--- config.mk ---
export PLATFORM = sky130hd
export DESIGN_NAME = mbus_cycle_ctrl
export DESIGN_NICKNAME = d
export VERILOG_FILES = /design/src/rtl/mbus_pkg.sv /design/src/rtl/mbus_seq.sv /design/src/rtl/mbus_capture.sv /design/src/rtl/mbus_drive.sv /design/src/rtl/mbus_cycle_ctrl.sv
export SDC_FILE = /design/constraint.sdc
export NUM_CORES = 1
export LEC_CHECK = 0
export BUFFER_PORTS_ARGS = -buffer_cell sky130_fd_sc_hd__buf_2
export CORE_MARGIN = 2
export CORE_UTILIZATION = 56
export DETAILED_ROUTE_END_ITERATION = 10
export GPL_TIMING_DRIVEN = 0
export PLACE_DENSITY_LB_ADDON = 0.1
export REMOVE_ABC_BUFFERS = 1
export SKIP_LAST_GASP = 1
export SLEW_MARGIN = 10
export SYNTH_ARGS = -nofsm -noshare
export SYNTH_HDL_FRONTEND = slang
export SYNTH_HIERARCHICAL = 1
export SYNTH_SLANG_ARGS = --single-unit
--- constraint.sdc ---
create_clock -name clk -period 3.9 [get_ports clk]
set_input_delay 0.585 -clock clk [delete_from_list [all_inputs] [get_ports clk]]
set_output_delay 0.585 -clock clk [all_outputs]
set_load 0.01 [all_outputs]
--- src/rtl/mbus_pkg.sv ---
package mbus_pkg;
    typedef enum logic [2:0] {
        ST_IDLE,
        ST_T1,
        ST_T2,
        ST_T3,
        ST_TW,
        ST_T4
    } bus_state_t;
endpackage

--- src/rtl/mbus_seq.sv ---
module mbus_seq
    import mbus_pkg::*;
(
    input  logic       clk,
    input  logic       rst_n,
    input  logic       req_valid,
    input  logic       ready,
    output bus_state_t state,
    output logic       accept
);
    bus_state_t nxt;

    always_ff @(posedge clk or negedge rst_n) begin
        if (!rst_n) state <= ST_IDLE;
        else        state <= nxt;
    end

    always_comb begin
        nxt = state;
        unique case (state)
            ST_IDLE: if (req_valid) nxt = ST_T1;
            ST_T1:   nxt = ST_T2;
            ST_T2:   nxt = ST_T3;
            ST_T3:   nxt = ready ? ST_T4 : ST_TW;
            ST_TW:   nxt = ready ? ST_T4 : ST_TW;
            ST_T4:   nxt = ST_IDLE;
            default: nxt = ST_IDLE;
        endcase
    end

    assign accept = (state == ST_IDLE) && req_valid;
endmodule

--- src/rtl/mbus_capture.sv ---
module mbus_capture
    import mbus_pkg::*;
#(
    parameter int ADDR_W = 20,
    parameter int DATA_W = 16
) (
    input  logic              clk,
    input  logic              rst_n,
    input  logic              accept,
    input  bus_state_t        state,
    input  logic              ready,
    input  logic [ADDR_W-1:0] req_addr,
    input  logic [DATA_W-1:0] req_wdata,
    input  logic              req_hi,
    input  logic              req_io,
    input  logic              req_write,
    input  logic [DATA_W-1:0] ad_in,
    output logic [ADDR_W-1:0] lat_addr,
    output logic [DATA_W-1:0] lat_wdata,
    output logic              lat_hi,
    output logic              lat_io,
    output logic              lat_wr,
    output logic [DATA_W-1:0] rd_data
);
    logic data_edge;
    assign data_edge = ((state == ST_T3) || (state == ST_TW)) && ready && !lat_wr;

    always_ff @(posedge clk or negedge rst_n) begin
        if (!rst_n) begin
            lat_addr  <= '0;
            lat_wdata <= '0;
            lat_hi    <= 1'b0;
            lat_io    <= 1'b0;
            lat_wr    <= 1'b0;
        end else if (accept) begin
            lat_addr  <= req_addr;
            lat_wdata <= req_wdata;
            lat_hi    <= req_hi;
            lat_io    <= req_io;
            lat_wr    <= req_write;
        end
    end

    always_ff @(posedge clk or negedge rst_n) begin
        if (!rst_n)         rd_data <= '0;
        else if (data_edge) rd_data <= ad_in;
    end
endmodule

--- src/rtl/mbus_drive.sv ---
module mbus_drive
    import mbus_pkg::*;
#(
    parameter int ADDR_W = 20,
    parameter int DATA_W = 16,
    localparam int HI_W  = ADDR_W - DATA_W
) (
    input  bus_state_t        state,
    input  logic [ADDR_W-1:0] lat_addr,
    input  logic [DATA_W-1:0] lat_wdata,
    input  logic              lat_hi,
    input  logic              lat_io,
    input  logic              lat_wr,
    output logic [DATA_W-1:0] ad_out,
    output logic              ad_oe,
    output logic [HI_W-1:0]   a_hi,
    output logic              ale,
    output logic              bhe_n,
    output logic              rd_n,
    output logic              wr_n,
    output logic              io_sel,
    output logic              dt_dir,
    output logic              den_n,
    output logic              done
);
    logic [3:0]      code;
    logic [HI_W-1:0] stat;

    assign code = {1'b1, lat_io, lat_wr, lat_hi};

    for (genvar i = 0; i < HI_W; i++) begin : g_stat
        assign stat[i] = code[i % 4];
    end

    always_comb begin
        ad_out = '0;
        ad_oe  = 1'b0;
        a_hi   = '0;
        ale    = 1'b0;
        bhe_n  = 1'b1;
        rd_n   = 1'b1;
        wr_n   = 1'b1;
        io_sel = 1'b0;
        dt_dir = 1'b1;
        den_n  = 1'b1;
        done   = 1'b0;
        unique case (state)
            ST_IDLE: ;
            ST_T1: begin
                ale    = 1'b1;
                ad_oe  = 1'b1;
                ad_out = lat_addr[DATA_W-1:0];
                a_hi   = lat_addr[ADDR_W-1:DATA_W];
                bhe_n  = !lat_hi;
                io_sel = lat_io;
                dt_dir = lat_wr;
            end
            ST_T2, ST_T3, ST_TW, ST_T4: begin
                a_hi   = stat;
                io_sel = lat_io;
                dt_dir = lat_wr;
                if (lat_wr) begin
                    ad_oe  = 1'b1;
                    ad_out = lat_wdata;
                    den_n  = 1'b0;
                end else if (state != ST_T2) begin
                    den_n  = 1'b0;
                end
                if (state != ST_T4) begin
                    rd_n = lat_wr;
                    wr_n = !lat_wr;
                end
                done = (state == ST_T4);
            end
            default: ;
        endcase
    end
endmodule

--- src/rtl/mbus_cycle_ctrl.sv ---
module mbus_cycle_ctrl
    import mbus_pkg::*;
#(
    parameter int ADDR_W = 20,
    parameter int DATA_W = 16,
    localparam int HI_W  = ADDR_W - DATA_W
) (
    input  logic              clk,
    input  logic              rst_n,
    input  logic              req_valid,
    input  logic [ADDR_W-1:0] req_addr,
    input  logic [DATA_W-1:0] req_wdata,
    input  logic              req_hi,
    input  logic              req_io,
    input  logic              req_write,
    input  logic              ready,
    input  logic [DATA_W-1:0] ad_in,
    output logic [DATA_W-1:0] ad_out,
    output logic              ad_oe,
    output logic [HI_W-1:0]   a_hi,
    output logic              ale,
    output logic              bhe_n,
    output logic              rd_n,
    output logic              wr_n,
    output logic              io_sel,
    output logic              dt_dir,
    output logic              den_n,
    output logic [DATA_W-1:0] rd_data,
    output logic              done
);
    bus_state_t        state;
    logic              accept;
    logic [ADDR_W-1:0] lat_addr;
    logic [DATA_W-1:0] lat_wdata;
    logic              lat_hi, lat_io, lat_wr;

    mbus_seq u_seq (
        .clk(clk), .rst_n(rst_n), .req_valid(req_valid), .ready(ready),
        .state(state), .accept(accept)
    );

    mbus_capture #(.ADDR_W(ADDR_W), .DATA_W(DATA_W)) u_cap (
        .clk(clk), .rst_n(rst_n), .accept(accept), .state(state), .ready(ready),
        .req_addr(req_addr), .req_wdata(req_wdata), .req_hi(req_hi),
        .req_io(req_io), .req_write(req_write), .ad_in(ad_in),
        .lat_addr(lat_addr), .lat_wdata(lat_wdata), .lat_hi(lat_hi),
        .lat_io(lat_io), .lat_wr(lat_wr), .rd_data(rd_data)
    );

    mbus_drive #(.ADDR_W(ADDR_W), .DATA_W(DATA_W)) u_drv (
        .state(state), .lat_addr(lat_addr), .lat_wdata(lat_wdata),
        .lat_hi(lat_hi), .lat_io(lat_io), .lat_wr(lat_wr),
        .ad_out(ad_out), .ad_oe(ad_oe), .a_hi(a_hi), .ale(ale),
        .bhe_n(bhe_n), .rd_n(rd_n), .wr_n(wr_n), .io_sel(io_sel),
        .dt_dir(dt_dir), .den_n(den_n), .done(done)
    );
endmodule

**Word-level counts from Yosys, hierarchy flattened**

Index checks and enable logic that the tools add are counted.

- Equality and inequality tests: 8
- Muxes and demuxes: 20
- Reductions and logical operators: 10

Operators with widths:

| cell | number |
|---|---|
| 16-bit case mux with 2 select lines | 1 |
| 16-bit 2-to-1 mux | 1 |
| 1-bit 2-to-1 mux | 14 |
| 3-bit case mux with 4 select lines | 1 |
| 4-bit case mux with 2 select lines | 1 |
| 3-bit by 2-bit == test with 1-bit output, second input constant | 2 |
| 3-bit == test, second input constant | 2 |
| 5-bit OR reduction | 1 |
| 4-bit OR reduction | 1 |
| 3-bit by 1-bit == test with 1-bit output, second input constant | 1 |
| 1-bit logical AND | 3 |
| 3-bit logical NOT | 1 |
| 3-bit 2-to-1 mux | 1 |
| 3-bit by 2-bit inequality test with 1-bit output, second input constant | 1 |
| 3-bit inequality test, second input constant | 1 |
| 1-bit logical NOT | 2 |
| 2-bit inequality test, second input constant | 1 |
| 1-bit case mux with 2 select lines | 1 |
| 2-bit OR reduction | 1 |
| 1-bit logical OR | 1 |

- Register bits after elaboration: 58
- Word-level logic and storage cells: 45

**Logic depth before layout (Yosys ltp)**

- Depth after elaboration: 4
- Mapped depth: 6
- Mapped depth without buffers: 3

**By module**

Netlist, hierarchy kept.

Modules (own cells, without submodules):

| module | instances | cells an instance | area each (um^2) | seq. area each (um^2) |
|---|---|---|---|---|
| mbus_capture | 1 | 184 | 2494.9 | 1376.3 |
| mbus_drive | 1 | 112 | 843.3 | 0.0 |
| mbus_seq | 1 | 15 | 141.4 | 75.1 |

**Worst setup path after synthesis**

No wires, ideal clock.

- Path type: input-to-reg
- Start point: input req_valid
- End point: register u_cap.lat_addr[10]
- Arrival time: 1742 ps
- Setup slack: 2031 ps
- Cell stages on the path: 4
- Path buffers: 2
- Cells stage by stage: nor4b_1 buf_2 buf_2 mux2_1

- Longest elaborated chain between the ends: 1

RTL lines:

| what | RTL line | source |
|---|---|---|
| start, declared | mbus_cycle_ctrl.sv:10 | `input logic req_valid,` |
| 1-bit logical AND | mbus_seq.sv:31 | `assign accept = (state == ST_IDLE) && req_valid;` |
| end signal, assigned | mbus_capture.sv:36 | `lat_addr <= req_addr;` |
| end, declared | mbus_capture.sv:18 | `output logic [ADDR_W-1:0] lat_addr,` |

Every way passes these cells.
A chain may end at the register's enable or synchronous reset.

**Worst setup path after layout**

- Start point: register u_seq.state[2]
- End point: output ad_out[7]

- Longest elaborated chain between the ends: 3

RTL lines:

| what | RTL line | source |
|---|---|---|
| start, declared | mbus_seq.sv:8 | `output bus_state_t state,` |
| start signal, assigned | mbus_seq.sv:15 | `else state <= nxt;` |
| 3-bit == test / 3-bit by 2-bit == test with 1-bit output (equally long branches) | mbus_drive.sv:47 | `unique case (state)` |
| 4-bit OR reduction | mbus_drive.sv:47 |  |
| 16-bit case mux with 2 select lines (*) | mbus_drive.sv:47 |  |
| end, declared | mbus_cycle_ctrl.sv:18 | `output logic [DATA_W-1:0] ad_out,` |

Mark *: on every way between the ends. The rest lies on a longest branch, timed or not.

==> flow_summary.yaml <==
status:
  status: "completed"
synthesis:
  syn-cell-area_um2: 3480
  yosysUniqueCellTypes: 42
  synthMuxAreaShare_pct: 12.9
  synth_compound_area_share_pct: 18.7
  synthXorXnorAreaFrac_pct: 0.252
  synth_top_area_share_pct: 41.7
  synth_area_per_cell_um2: 11.2
  synthTopCellsByArea: "dfrtp_1 42%, mux2_1 13%, nand4b_1 8.1%, a211oi_1 7.1%, o32ai_1 4.0%"
  yosys.area_share.adder_pct: 0
  synth_seq_cells: 58
  synth_edf_count: 0
  synth_seq_area_share_pct: 41.7
  synth_flop_cell: "dfrtp_1"
  synth_top_cell_by_area: "dfrtp_1"
  synth-simple-area-share_pct: 19.4
  yosysWarnings: 6
  synth_cells: 311
  async_flop_share_pct: 100
  synth_top_family_by_area: "simple AND/OR/NAND/NOR gates"
global_routing:
  antenna_found_initial: 0
  grt_pass1_vias: 2890
  grt_pass1_wl_um: 13900
  track_usage_pct: 24.5
  grt-ovfl-total: 0
  grt_max_degree: 61
drt:
  drtIter0Drc: 152
  routed_wl_um: 8190
  drtAntennaViolNets: 0
  viasPerCell: 6.20
  routed_wire_length_per_instance_um: 17.3
  route.detailed.drc: 0
  dr.pass1.iters: 4
  vias: 2931
sta:
  fin_setup_tns_ps: 0
  hold_violations: 0
  whs_ps: 310
  fin_skew_ps: 7.75
  fin_crit_sh_pct: 78.0
  drv_slew: 0
  worst_pin_slew_ps: 899
  fin_crit_ps: 3040
  setup_viol: 0
  slew_headroom_pct: 40.0
  timing.fmax_mhz: 329
  setup_ws_ps: 856
  grt_setup_unrepaired: "no"
placement:
  post-place-ws_ps: 997
  gp_congestion: 0.762
  dpl.hpwl_um: 5130
  portBuffers: 103
clock_network:
  post_cts_buffers: 0
  postCtsHoldBufs: 0
  root_buffer: "clkbuf_8"
  h-tree-depth: 3
  path_clk_slew_ps: 70
  cts_resized: 0
  clk_latency_ps: 330
  clockBufferDepth: 2
  tritoncts: "yes"
  cts-buffers-inserted: 9
  cts_sinks: 58
finish:
  area_delta_synth_final_pct: 19.5
  fill_cells: 473
  drive_gt1_share_pct: 39.2
  n_antenna_cell: 0
  nets: 453
power_and_ir_drop:
  power_mw: 3.40
  cellPowerDensity_nw_per_um2: 817
  peakVddDrop_v: 0.000378
  total_leakage_power_nw: 1.81
critical_path:
  rr_worst_depth: 4
  crit_path_end_kind: "output port"
  worstPathMaxFanout: 60
  arrival_ps: 2460
  crit_type: "flop to output port"
  startpoint_type: "flop"
  required_ps: 3310
floorplan:
  io_pins: 104
  dieArea_um2: 6860
  start_util_pct: 58.4
  fp-row-count: 28
  die_y_um: 82.8
  core_region_area_um2: 5960
  fp.dieW_um: 82.8
min_path:
  hold_path.class: "input pin to async pin"
run:
  maxCapViolCount: 0
[metrics by stage]
| stage | util, % | area, um^2 | std cells |
|---|---|---|---|
| after detailed placement | 66.3 | 3950 | 458 |
| after CTS | 69.7 | 4150 | 473 |
| final | 69.8 | 4160 | 473 |
| after floorplan | - | 3240 | 272 |
| after global routing | 69.8 | 4160 | 473 |
| after global placement | 64.7 | 3850 | 450 |
[power breakdown]
group	leakage, nW	internal, mW	switching [mW]	total, mW
clock	0.106	0.343	0.223	0.566
sequential	0.703	0.886	0.337	1.22
combinational	1.00	0.758	0.850	1.61
[placed cells by master (no fill, tap or decap), drive strengths merged, types with 2 or more instances in the layout]
cell and instances:
o211ai 18, inv 2, nor2 3, o32ai 16, o21ai 6, or2 2
nor3b 2, and3b 3, dfrtp 58, a211o 2, buf 111, nand2 21
mux2 39, clkbuf 13, nor4bb 2, a211oi 33, clkinv 2, a21oi 2
nor3 16, nand2b 2, nand4b 32
[synthesized netlist by cell type (2+ instances only)]
library cell,number
a211o_1,2
a211oi_1,33
a21oi_1,2
and3b_1,3
buf_2,19
buf_4,4
buf_6,5
clkbuf_1,9
dfrtp_1,58
inv_1,2
mux2_1,39
nand2_1,21
nand2b_1,2
nand4b_1,32
nor2_1,2
nor3_1,6
nor3_2,10
nor3b_2,2
nor4bb_1,2
o211ai_1,8
o211ai_2,10
o21ai_0,5
o32ai_1,16
[metal layers]
metal | up-vias | share of wire (%) | GRT usage [%]
met3 | 9 | 6.4 | 6.06
met5 | - | 0 | 0
met2 | 97 | 50 | 39.4
met4 | 0 | 1.2 | 8.64
li1 | 1386 | - | -
met1 | 1439 | 43 | 32.3
[final timing paths]
| path | endpoint | slack, ps | start |
|---|---|---|---|
| max in group asynchronous | u_seq/state[1] | 3050 | rst_n |
| max | ad_out[7] | 860 | u_seq/state[2] |
| min | u_cap/lat_hi | 310 | rst_n |
| max reg2reg | u_cap/lat_wdata[11] | 1460 | u_seq/state[2] |
| min reg2reg | u_cap/lat_addr[5] | 490 | u_cap/lat_addr[5] |
| min in group clk | u_cap/lat_addr[7] | 470 | req_addr[7] |
[sequential cells by signal (all words and copies together) (netlist names)]
| name | flops |
|---|---|
| u_cap/lat_wdata | 16 |
| u_cap/lat_hi | 1 |
| u_cap/rd_data | 16 |
| u_cap/lat_wr | 1 |
| u_seq/state | 3 |
| u_cap/lat_io | 1 |
| u_cap/lat_addr | 20 |
[area by class of cell]
cell class / count / area (um^2) / area share (%)
multi-input combinational: 211 / 1790 / 43.1
sequential: 58 / 1460 / 35.0
timing repair buffer: 111 / 601 / 14.4
tap: 75 / 93.8 / 2.26
clock inverter: 2 / 35.0 / 0.843
clock buffer: 13 / 169 / 4.06
inverter: 3 / 11.3 / 0.271
[worst max-delay path, stage by stage, from the launching register on]
cell and delay, ps:
dfrtp_2 960, or2_1 790, o211ai_1 200, buf_2 180
[cells by family (layout without fill, tap and decap cells)]
logic type      count (synthesis)  after routing
simple gates                   91             91
compound gates                 79             79
flops                          58             58
buf+inv                        42            129
mux                            40             40
xor+xnor                        1              1
(Power assumes the default switching activity.)
